File: src/rtl/rxq_pkg.sv
package rxq_pkg;
  parameter int DATA_W = 8;

  typedef struct packed {
    logic              brk;
    logic              frm;
    logic              par;
    logic [DATA_W-1:0] data;
  } rxq_entry_t;
endpackage

File: src/rtl/rxq_ctrl.sv
module rxq_ctrl #(
  parameter int DEPTH = 16,
  parameter int CNT_W = $clog2(DEPTH + 1),
  parameter int LVL0  = 1,
  parameter int LVL1  = 4,
  parameter int LVL2  = 8,
  parameter int LVL3  = 14
) (
  input  logic             clk,
  input  logic             rst_n,
  input  logic             cfg_wr,
  input  logic             cfg_fifo_en,
  input  logic             cfg_clr,
  input  logic [1:0]       cfg_trig,
  input  logic             cfg_dma,
  output logic             fifo_en_q,
  output logic             dma_q,
  output logic             flush,
  output logic [CNT_W-1:0] thr,
  output logic [CNT_W-1:0] cap
);
  logic       en_d;
  logic       dma_d;
  logic [1:0] trig_q;
  logic [1:0] trig_d;
  logic [CNT_W-1:0] lvl_sel;

  // next-state
  always_comb begin
    en_d   = fifo_en_q;
    dma_d  = dma_q;
    trig_d = trig_q;
    if (cfg_wr) begin
      en_d   = cfg_fifo_en;
      dma_d  = cfg_dma;
      trig_d = cfg_trig;
    end
  end

  // clear request, or a change of mode, empties the queue
  assign flush = cfg_wr && (cfg_clr || (cfg_fifo_en != fifo_en_q));

  always_comb begin
    case (trig_q)
      2'b00:   lvl_sel = CNT_W'(LVL0);
      2'b01:   lvl_sel = CNT_W'(LVL1);
      2'b10:   lvl_sel = CNT_W'(LVL2);
      default: lvl_sel = CNT_W'(LVL3);
    endcase
  end

  assign thr = fifo_en_q ? lvl_sel : CNT_W'(1);
  assign cap = fifo_en_q ? CNT_W'(DEPTH) : CNT_W'(1);

  // registers
  always_ff @(posedge clk or negedge rst_n) begin
    if (!rst_n) begin
      fifo_en_q <= 1'b0;
      dma_q     <= 1'b0;
      trig_q    <= 2'b00;
    end else if (cfg_wr) begin
      fifo_en_q <= en_d;
      dma_q     <= dma_d;
      trig_q    <= trig_d;
    end
  end
endmodule

File: src/rtl/rxq_store.sv
module rxq_store
  import rxq_pkg::*;
#(
  parameter int DEPTH = 16,
  parameter int CNT_W = $clog2(DEPTH + 1),
  parameter int PTR_W = (DEPTH > 1) ? $clog2(DEPTH) : 1
) (
  input  logic             clk,
  input  logic             rst_n,
  input  logic             push_req,
  input  rxq_entry_t       push_entry,
  input  logic             pop_req,
  input  logic             flush,
  input  logic             stat_rd,
  input  logic [CNT_W-1:0] cap,
  output rxq_entry_t       head,
  output logic [CNT_W-1:0] count,
  output logic             ovr_q
);
  rxq_entry_t       mem [DEPTH];
  logic [PTR_W-1:0] wr_ptr, rd_ptr, wr_ptr_d, rd_ptr_d;
  logic [CNT_W-1:0] count_d;
  logic             full, push, pop, ovr_set, ovr_d;
  logic [DEPTH-1:0] slot_we;

  function automatic logic [PTR_W-1:0] ptr_inc(input logic [PTR_W-1:0] p);
    return (p == PTR_W'(DEPTH - 1)) ? '0 : p + PTR_W'(1);
  endfunction

  // next-state
  always_comb begin
    full    = (count >= cap);
    pop     = pop_req && (count != '0) && !flush;
    push    = push_req && !flush && (!full || pop);
    ovr_set = push_req && !flush && full && !pop;
    ovr_d   = ovr_set ? 1'b1 : (stat_rd ? 1'b0 : ovr_q);
    if (flush) begin
      count_d  = '0;
      wr_ptr_d = '0;
      rd_ptr_d = '0;
    end else begin
      count_d  = count + CNT_W'(push) - CNT_W'(pop);
      wr_ptr_d = push ? ptr_inc(wr_ptr) : wr_ptr;
      rd_ptr_d = pop  ? ptr_inc(rd_ptr) : rd_ptr;
    end
    slot_we = '0;
    if (push) slot_we[wr_ptr] = 1'b1;
  end

  // storage: one enabled register per slot
  for (genvar i = 0; i < DEPTH; i++) begin : g_slot
    always_ff @(posedge clk) begin
      if (slot_we[i]) mem[i] <= push_entry;
    end
  end

  assign head = mem[rd_ptr];

  // registers
  always_ff @(posedge clk or negedge rst_n) begin
    if (!rst_n) begin
      count  <= '0;
      wr_ptr <= '0;
      rd_ptr <= '0;
      ovr_q  <= 1'b0;
    end else begin
      count  <= count_d;
      wr_ptr <= wr_ptr_d;
      rd_ptr <= rd_ptr_d;
      ovr_q  <= ovr_d;
    end
  end
endmodule

File: src/rtl/rxq_notify.sv
module rxq_notify #(
  parameter int CNT_W = 5
) (
  input  logic             clk,
  input  logic             rst_n,
  input  logic [CNT_W-1:0] count,
  input  logic [CNT_W-1:0] thr,
  input  logic             fifo_en_q,
  input  logic             dma_q,
  output logic             data_avail,
  output logic             dma_rdy
);
  logic burst_q, burst_d, burst_mode, at_thr, burst_val;

  // next-state
  always_comb begin
    at_thr     = (count >= thr);
    burst_mode = fifo_en_q && dma_q;
    burst_val  = at_thr || (burst_q && (count != '0));
    burst_d    = burst_mode ? burst_val : 1'b0;
  end

  assign data_avail = at_thr;
  assign dma_rdy    = burst_mode ? burst_val : (count != '0);

  // registers
  always_ff @(posedge clk or negedge rst_n) begin
    if (!rst_n) burst_q <= 1'b0;
    else        burst_q <= burst_d;
  end
endmodule

File: src/rtl/rxq_top.sv
module rxq_top
  import rxq_pkg::*;
#(
  parameter int DEPTH = 16,
  parameter int LVL0  = 1,
  parameter int LVL1  = 4,
  parameter int LVL2  = 8,
  parameter int LVL3  = 14,
  localparam int CNT_W = $clog2(DEPTH + 1)
) (
  input  logic              clk,
  input  logic              rst_n,
  input  logic              in_vld,
  input  logic [DATA_W-1:0] in_byte,
  input  logic              in_par_err,
  input  logic              in_frm_err,
  input  logic              in_brk,
  input  logic              rd_en,
  input  logic              stat_rd,
  input  logic              cfg_wr,
  input  logic              cfg_fifo_en,
  input  logic              cfg_clr,
  input  logic [1:0]        cfg_trig,
  input  logic              cfg_dma,
  output logic [DATA_W-1:0] rx_byte,
  output logic              rx_par_err,
  output logic              rx_frm_err,
  output logic              rx_brk,
  output logic              rx_valid,
  output logic [CNT_W-1:0]  rx_level,
  output logic              overrun,
  output logic              data_avail,
  output logic              dma_rdy
);
  logic [1:0]       rst_sync;
  logic             rst_s_n;
  logic             fifo_en_q, dma_q, flush;
  logic [CNT_W-1:0] thr, cap, count;
  rxq_entry_t       in_entry, head;

  always_ff @(posedge clk or negedge rst_n) begin
    if (!rst_n) rst_sync <= 2'b00;
    else        rst_sync <= {rst_sync[0], 1'b1};
  end
  assign rst_s_n = rst_sync[1];

  assign in_entry = '{brk: in_brk, frm: in_frm_err, par: in_par_err, data: in_byte};

  rxq_ctrl #(
    .DEPTH(DEPTH), .CNT_W(CNT_W),
    .LVL0(LVL0), .LVL1(LVL1), .LVL2(LVL2), .LVL3(LVL3)
  ) u_ctrl (
    .clk(clk), .rst_n(rst_s_n),
    .cfg_wr(cfg_wr), .cfg_fifo_en(cfg_fifo_en), .cfg_clr(cfg_clr),
    .cfg_trig(cfg_trig), .cfg_dma(cfg_dma),
    .fifo_en_q(fifo_en_q), .dma_q(dma_q), .flush(flush),
    .thr(thr), .cap(cap)
  );

  rxq_store #(.DEPTH(DEPTH), .CNT_W(CNT_W)) u_store (
    .clk(clk), .rst_n(rst_s_n),
    .push_req(in_vld), .push_entry(in_entry),
    .pop_req(rd_en), .flush(flush), .stat_rd(stat_rd), .cap(cap),
    .head(head), .count(count), .ovr_q(overrun)
  );

  rxq_notify #(.CNT_W(CNT_W)) u_notify (
    .clk(clk), .rst_n(rst_s_n),
    .count(count), .thr(thr), .fifo_en_q(fifo_en_q), .dma_q(dma_q),
    .data_avail(data_avail), .dma_rdy(dma_rdy)
  );

  assign rx_byte    = head.data;
  assign rx_par_err = head.par;
  assign rx_frm_err = head.frm;
  assign rx_brk     = head.brk;
  assign rx_valid   = (count != '0);
  assign rx_level   = count;
endmodule

File: config.mk
export PLATFORM = sky130hd
export DESIGN_NAME = rxq_top
export DESIGN_NICKNAME = d
export VERILOG_FILES = /design/src/rtl/rxq_pkg.sv /design/src/rtl/rxq_ctrl.sv /design/src/rtl/rxq_store.sv /design/src/rtl/rxq_notify.sv /design/src/rtl/rxq_top.sv
export SDC_FILE = /design/constraint.sdc
export NUM_CORES = 1
export LEC_CHECK = 0
export ABC_AREA = 1
export BUFFER_PORTS_ARGS = -buffer_cell sky130_fd_sc_hd__buf_2
export CAP_MARGIN = 0
export CORE_UTILIZATION = 55
export DETAILED_ROUTE_END_ITERATION = 10
export PLACE_DENSITY_LB_ADDON = 0.08
export SLEW_MARGIN = 10
export SYNTH_ARGS = -nofsm -noshare
export SYNTH_HDL_FRONTEND = slang
export SYNTH_SLANG_ARGS = --single-unit
File: constraint.sdc
create_clock -name clk -period 2.21 [get_ports clk]
set_input_delay 0.442 -clock clk [delete_from_list [all_inputs] [get_ports clk]]
set_output_delay 0.442 -clock clk [all_outputs]
set_load 0.1 [all_outputs]
==> metrics.txt, run 1 <==
status=finished, violations left; failing checks=DRC, setup timing; Clock Sinks=197; met2 Usage GRT=0.499; Hold Crit Class=in2reg; worst slew pin tran=roughly 0.9 ns; CTS tree=done; H-tree depth=4; clock skew=0.0109 ns; Max Freq=between 300 and 400 MHz; Worst R2R Start=u_store.count[2]; Synth cell types=30; Seq pwr share=0.275; CP Data Required Time=roughly 1.8 ns; met3 GRT Util=0.0509; synthesized instance count=around 730; Max Cap Violations=0; R2R Setup Slk=-0.33 ns; core area=roughly 15000 µm²; CTS clk-pin slew, worst paths=0.07 ns; largest net degree at the start of global routing=34; post-route ant nets=0; I/O pin count=42; post-synthesis sequential area ratio=0.694; number of flops mapped to enable cells by yosys=approximately 180; Worst Path Arrival=approximately 2.2 ns; number of global-route vias before repair=slightly above 6000; Post-DP Area=approximately 9600 µm²; initial antenna violation count=0; Remaining DRCs=2; via count=between 6000 and 7000; die height=around 130 µm; Period minus WS final=around 2.6 ns; syn_nets=771; synthesized area=about 8400 µm²; Psw=between 0.006 and 0.007 W; flops & latches, synth=197; routed len/inst=about 22 µm; Nets=916; CTS Buffer Depth=2; clock latency on the worst-skew pair=about 0.44 ns; TritonRoute pass-1 iters=9; Synth Area per Inst=around 11 µm²; type of origin of the critical path=flip-flop; Comb pwr share=0.525; Max Slew Vio Count=0; port bufs=about 40; FF-to-FF path depth=18; most used routing layer=met2; Relative slew margins=0.396; Worst setup EP type=output pin; post-route cell area=approximately 12000 µm²; hold violation count in the final report=0; CP Class=reg2out; Clock Root Buffer=clkbuf_16; met1 Track Usage GR=0.362; 1st-iter DRT viols=778; Leakage=about 4.5 nW; Post-DP HPWL=12500 µm; CTS Buf Count=17; endpoints failing setup=170; die area=approximately 16000 µm²; final worst slack=-0.398 ns; pwr dens=1380 nW/µm²; Die Wd=roughly 130 µm; Placer Congestion=0.885; Hold Crit Start=stat_rd; fraction of registers with async set/reset=0.107; post-route clock period utilization=1.18; setup_tns=-18.65 ns; initial core utilization=0.570; Clk pwr share=0.200; Max VDD drop=between 0.001 and 0.0015 V; Post-synth top flop=edfxtp_1; hold_ws=roughly 0.20 ns; Yosys warning total=0; RSZ-0062 raised after global routing=yes; WHS Endpoint=u_store.ovr_q; Int Power=0.00947 W; Design Power=about 0.016 W; first-pass GRT wire length=between 30000 and 40000 µm; pre-CTS setup slack=-0.328 ns; Cell Rows=44; all-layer global routing usage=0.288; ant diodes=0; Critical Path Fanout Max=6; layout cells sized above 1=0.364; final WL=approximately 24000 µm; switching share of power=0.415; Hold Crit Depth=2; total gr overflow=0; Synth-to-Final Area Change=40.0%; Fillers=812; end of the worst register-to-register path=u_store.count[4]; Via density=around 6
what timing repair did:
item                       4_1_cts  5_1_grt
setup endpoints to repair      183      193
cloned                           3        8
hold buffers                     1        0
pin swaps                       37       29
setup buffers                   36       20
hold endpoints to repair         2        0
resized for setup               76      106
power groups by stage:
stage                     clock network [W]  logic, W  registers [W]
after floorplan                           0   0.00394        0.00483
after global placement                    0   0.00655        0.00449
after detailed placement                  0   0.00664        0.00450
after CTS                           0.00323   0.00749        0.00443
after global routing                0.00340   0.00891        0.00448
final                               0.00324   0.00850        0.00446
layout by cell type, fill, tap and decap left out, types with 5 or more instances in the layout:
| master | synthesis | final |
|---|---|---|
| buf_2 | 11 | 27 |
| nor2_1 | 80 | 61 |
| o21ai_0 | 94 | 50 |
| buf_12 | 0 | 42 |
| nor2_4 | 1 | 10 |
| nand3_2 | 0 | 5 |
| ha_4 | 0 | 8 |
| buf_6 | 3 | 19 |
| inv_2 | 2 | 11 |
| nor2_2 | 0 | 10 |
| ha_1 | 19 | 11 |
| nand2_1 | 156 | 126 |
| nand3_1 | 34 | 27 |
| inv_1 | 42 | 28 |
| dfrtp_1 | 21 | 14 |
| nor3_4 | 0 | 15 |
| edfxtp_1 | 176 | 176 |
| clkbuf_16 | 0 | 25 |
| buf_4 | 0 | 58 |
| nand2_2 | 1 | 21 |
| a31oi_2 | 0 | 6 |
| o21ai_1 | 4 | 35 |
| a31oi_1 | 21 | 14 |
| nand2_4 | 3 | 10 |
| o21ai_2 | 0 | 13 |
kinds of logic (layout without fill, tap and decap cells):
| logic type | after synthesis | in the layout | share of synthesized area |
|---|---|---|---|
| other cells | 1 | 1 | 0.000448 |
| flops | 197 | 197 | 0.694 |
| simple gates | 295 | 295 | 0.145 |
| compound gates | 130 | 130 | 0.0819 |
| fa+ha+maj | 20 | 20 | 0.0308 |
| mux | 3 | 3 | 0.00403 |
| xor+xnor | 4 | 4 | 0.00418 |
| buf+inv | 79 | 237 | 0.0397 |
flip-flops by register name (all words and copies together) (netlist names):
signal,cells
u_store.mem,176
u_store.wr_ptr,4
u_ctrl.dma_q,1
u_store.ovr_q,1
u_ctrl.fifo_en_q,1
u_store.rd_ptr,4
rst_sync,2
u_notify.burst_q,1
u_ctrl.trig_q,2
u_store.count,5
critical path, stage by stage, from the launching register on:
cell     delay, ns
dfrtp_2       0.47
nand2_1       0.12
inv_2         0.07
buf_4         0.17
nand3_1       0.09
nand2_1       0.06
a31oi_1       0.22
o21ai_2       0.12
buf_4         0.15
nand2_2       0.08
buf_12        0.17
through the flow:
stage | cells | utilization
detailed placement | 974 | 0.655
global placement | 974 | 0.655
finish | 1071 | 0.798
floorplan | 729 | -
CTS | 1045 | 0.750
global route | 1071 | 0.798
worst max-delay path by stage:
| stage | slack (ns) | endpoint | start |
|---|---|---|---|
| 2_1_floorplan | -0.56 | u_store.count[4] | u_store.count[2] |
| 3_3_place_gp | -0.26 | u_store.count[4] | u_store.count[2] |
| 3_5_place_dp | -0.33 | u_store.count[4] | u_store.count[2] |
| 4_1_cts | -0.31 | rx_par_err | u_store.rd_ptr[0] |
| 5_1_grt | -0.45 | rx_byte[0] | u_store.rd_ptr[1] |
| 6_report | -0.40 | rx_byte[0] | u_store.rd_ptr[1] |
cell type report:
class	instances	area, µm²	area share
tap	184	230	0.0196
sequential	197	5830	0.497
clock buffer	19	433	0.0369
clock inverter	13	178	0.0152
inverter	44	183	0.0156
timing repair buffer	161	1960	0.167
multi-input combinational	453	2910	0.248
layer usage:
metal	routed length, µm	vias up
li1	-	2841
met1	8910	3124
met2	12100	370
met3	1920	81
met4	865	0
met5	0	-
synth_stat cells (2+ instances only):
library cell,n,share of area
ha_1,19,0.028
inv_1,42,0.019
o21ai_0,94,0.056
buf_1,3,0.0013
mux2_2,3,0.0040
nand3_1,34,0.020
o21ai_1,4,0.0024
edfxtp_1,176,0.63
nand4_1,4,0.0030
o22ai_1,2,0.0015
a21oi_1,7,0.0042
a31oi_1,21,0.016
xnor2_1,2,0.0021
buf_2,11,0.0066
buf_6,3,0.0040
nor2_1,80,0.036
inv_2,2,0.00090
nand2_1,156,0.070
xor2_1,2,0.0021
clkbuf_1,18,0.0081
nand2_4,3,0.0040
dfrtp_1,21,0.063
nor3_1,15,0.0090
Note: power is estimated with default switching activity, not from simulation.
==> run 2: changes to the inputs <==
--- a/config.mk
+++ b/config.mk
@@ -8,7 +8,7 @@
 export ABC_AREA = 1
 export BUFFER_PORTS_ARGS = -buffer_cell sky130_fd_sc_hd__buf_2
 export CAP_MARGIN = 0
-export CORE_UTILIZATION = 55
+export CORE_UTILIZATION = 45
 export DETAILED_ROUTE_END_ITERATION = 10
 export PLACE_DENSITY_LB_ADDON = 0.08
 export SLEW_MARGIN = 10
==> metrics.txt, run 2 (synthesis results as in run 1) <==
status=finished, violations left; failing checks=DRC, setup timing; Worst setup EP type=output pin; die area=19200 µm² (+22%); CP Class=reg2out; CTS Buffer Depth=2 (unchanged); number of global-route vias before repair=6009 (-0.96%); Period minus WS final=2.59 ns (-0.0195 ns); worst slew pin tran=0.846 ns (-0.0595 ns); Hold Crit Start=stat_rd; largest reg by FF count=u_store.mem; Worst R2R Start=u_store.count[2]; max reg flops=176 (unchanged); hold violation count in the final report=0 (unchanged); Max VDD drop=0.00107 V (-17%); post-route clock period utilization=1.17 (-0.00882); Max Cap Violations=0 (unchanged); Leakage=4.53 nW (+1.2%); I/O pin count=42 (unchanged); layout cells sized above 1=0.388 (+0.0234); Remaining DRCs=5 (+3); Max Freq=386 MHz (+0.75%); endpoints failing setup=124 (-27%); port bufs=41 (unchanged); Fillers=1292 (+59%); Critical Path Fanout Max=5 (-1); dominant cell type by count on the critical path=nand2_4; Placer Congestion=0.834 (-5.8%); Finished Layout Cells=1127 (+5.2%); Via density=5.63 (-5.9%); largest registers=u_store.mem (176), u_store.count (5); final WL=24400 µm (+2.9%); first-pass GRT wire length=34800 µm (+5.3%); Worst Path Arrival=2.15 ns (-0.02 ns); Buf+Inv Stages, Crit Path=3 (-1); type of origin of the critical path=flip-flop; clock skew=0.0125 ns (+0.00162 ns); CTS Buf Count=17 (unchanged); ant diodes=0 (unchanged); post-route ant nets=0 (unchanged); most frequent cells in the layout=176 x edfxtp_1, 118 x nand2_1, 67 x buf_4; total gr overflow=0 (unchanged); final worst slack=-0.379 ns (+0.0195 ns); Post-Place Cells=1027 (+5.4%); largest net degree at the start of global routing=43 (+26%); clock latency on the worst-skew pair=0.44 ns (about the same); CTS clk-pin slew, worst paths=0.07 ns (about the same); RSZ-0062 raised after global routing=yes; via count=6350 (-1.0%); Post-DP HPWL=13400 µm (+6.7%); initial antenna violation count=0 (unchanged); Max Slew Vio Count=0 (unchanged); Critical Path Start=u_ctrl.fifo_en_q; routed len/inst=21.7 µm (-2.2%); Die Wd=138 µm (+10%); die height=138 µm (+10%); 1st-iter DRT viols=685 (-12%); Clock Root Buffer=clkbuf_16; core area=18100 µm² (+23%); post-route cell area=11800 µm² (+1.1%); all-layer global routing usage=0.247 (-0.0410); slowest stage delay, CP=0.40 ns (-0.07 ns); Clock Sinks=197 (unchanged); Synth-to-Final Area Change=41.5%; CP Cell Sequence=buf_6, buf_8, nand2_4, ha_4, a21oi_2, o21a_1, nand4_1, nand2_2, nand2_4, buf_12; TritonRoute pass-1 iters=8 (-1); Nets=927 (+1.2%); Relative slew margins=0.436 (+0.0396); H-tree depth=4 (unchanged); Cell Rows=49 (+11%); pwr dens=1330 nW/µm² (-3.7%); CTS tree=done; CP Data Required Time=1.77 ns (about the same); Hold Crit Class=in2reg; commonest non-fill, non-tap cell in the layout=edfxtp_1; initial core utilization=0.463 (-0.107); Top Family by Delay on Critical Path=simple AND/OR/NAND/NOR gates; critical path's slowest cell=dfrtp_1; Post-DP Area=9810 µm² (+2.0%)
[run 2: changes by cell type in the layout (fill, tap and decap cells not counted), moves of 4 or more]
| cell | previous run | this run |
|---|---|---|
| buf_12 | 42 | 37 |
| buf_4 | 58 | 67 |
| bufinv_16 | 4 | 0 |
| clkinv_4 | 0 | 4 |
| inv_2 | 11 | 6 |
| nand2_1 | 126 | 118 |
| nand2_2 | 21 | 26 |
| nand2_4 | 10 | 14 |
| nand3_1 | 27 | 20 |
| nand3_2 | 5 | 13 |
| o21ai_0 | 50 | 24 |
| o21ai_1 | 35 | 58 |
[run 2: layer usage]
layer / share of wire / vias up / global-route usage
li1: - / 2869 / -
met1: 0.41 / 3178 / 0.329
met2: 0.50 / 256 / 0.409
met3: 0.065 / 47 / 0.0430
met4: 0.031 / 0 / 0.0911
met5: 0 / - / 0
[run 2: report_power, final]
group | internal [W] | leakage, nW | switching (W)
Combinational | 0.00326 | 2.43 | 0.00521
Sequential | 0.00428 | 1.84 | 0.000169
Clock | 0.00145 | 0.258 | 0.00140
Total | 0.00899 | 4.53 | 0.00677
[run 2: worst paths after layout]
kind	slack, ns	cells past startpoint	endpoint
worst min register to register	0.35	0	u_store.rd_ptr[3]
min in group asynchronous	0.31	2	rst_sync[0]
worst max-delay path	-0.38	10	dma_rdy
max in group asynchronous	1.23	0	u_store.count[0]
worst max register to register	-0.25	18	u_store.count[4]
worst min-delay path	0.20	2	u_store.ovr_q
[run 2: worst reg2reg max path, delay by kind of cell, from the launching register on]
family	cells	cell delay, ns
fa+ha+maj	4	0.80
flops	1	0.50
simple gates	5	0.42
buf+inv	6	0.29
compound gates	2	0.23
xor+xnor	1	0.16
[run 2: per-stage QoR]
stage / utilization / worst slack (ns) / hold WS [ns] / total power, W / TNS, ns
after floorplan: - / -0.564 / 0.146 / 0.00877 / -33.92
after global placement: 0.543 / -0.226 / 0.228 / 0.0111 / -14.58
after detailed placement: 0.543 / -0.298 / 0.229 / 0.0112 / -20.71
after CTS: 0.621 / -0.323 / 0.203 / 0.0150 / -12.52
after global routing: 0.655 / -0.460 / 0.214 / 0.0164 / -31.79
final: 0.655 / -0.379 / 0.203 / 0.0158 / -15.25
[run 2: layout make-up]
type                            count  area, µm²  area share
Sequential cell                   197       5830       0.492
Multi-Input combinational cell    453       2960       0.250
Timing Repair Buffer              172       2050       0.173
Clock buffer                       18        429      0.0362
Tap cell                          229        287      0.0242
Inverter                           44        188      0.0158
Clock inverter                     14        106     0.00898
[run 2: what timing repair did]
action	CTS	global route
hold buffers	1	0
endpoints found under the setup margin	171	184
gates resized for setup	118	104
pin swaps	56	53
gates cloned	6	11
endpoints found under the hold margin	2	0
setup buffers	41	12
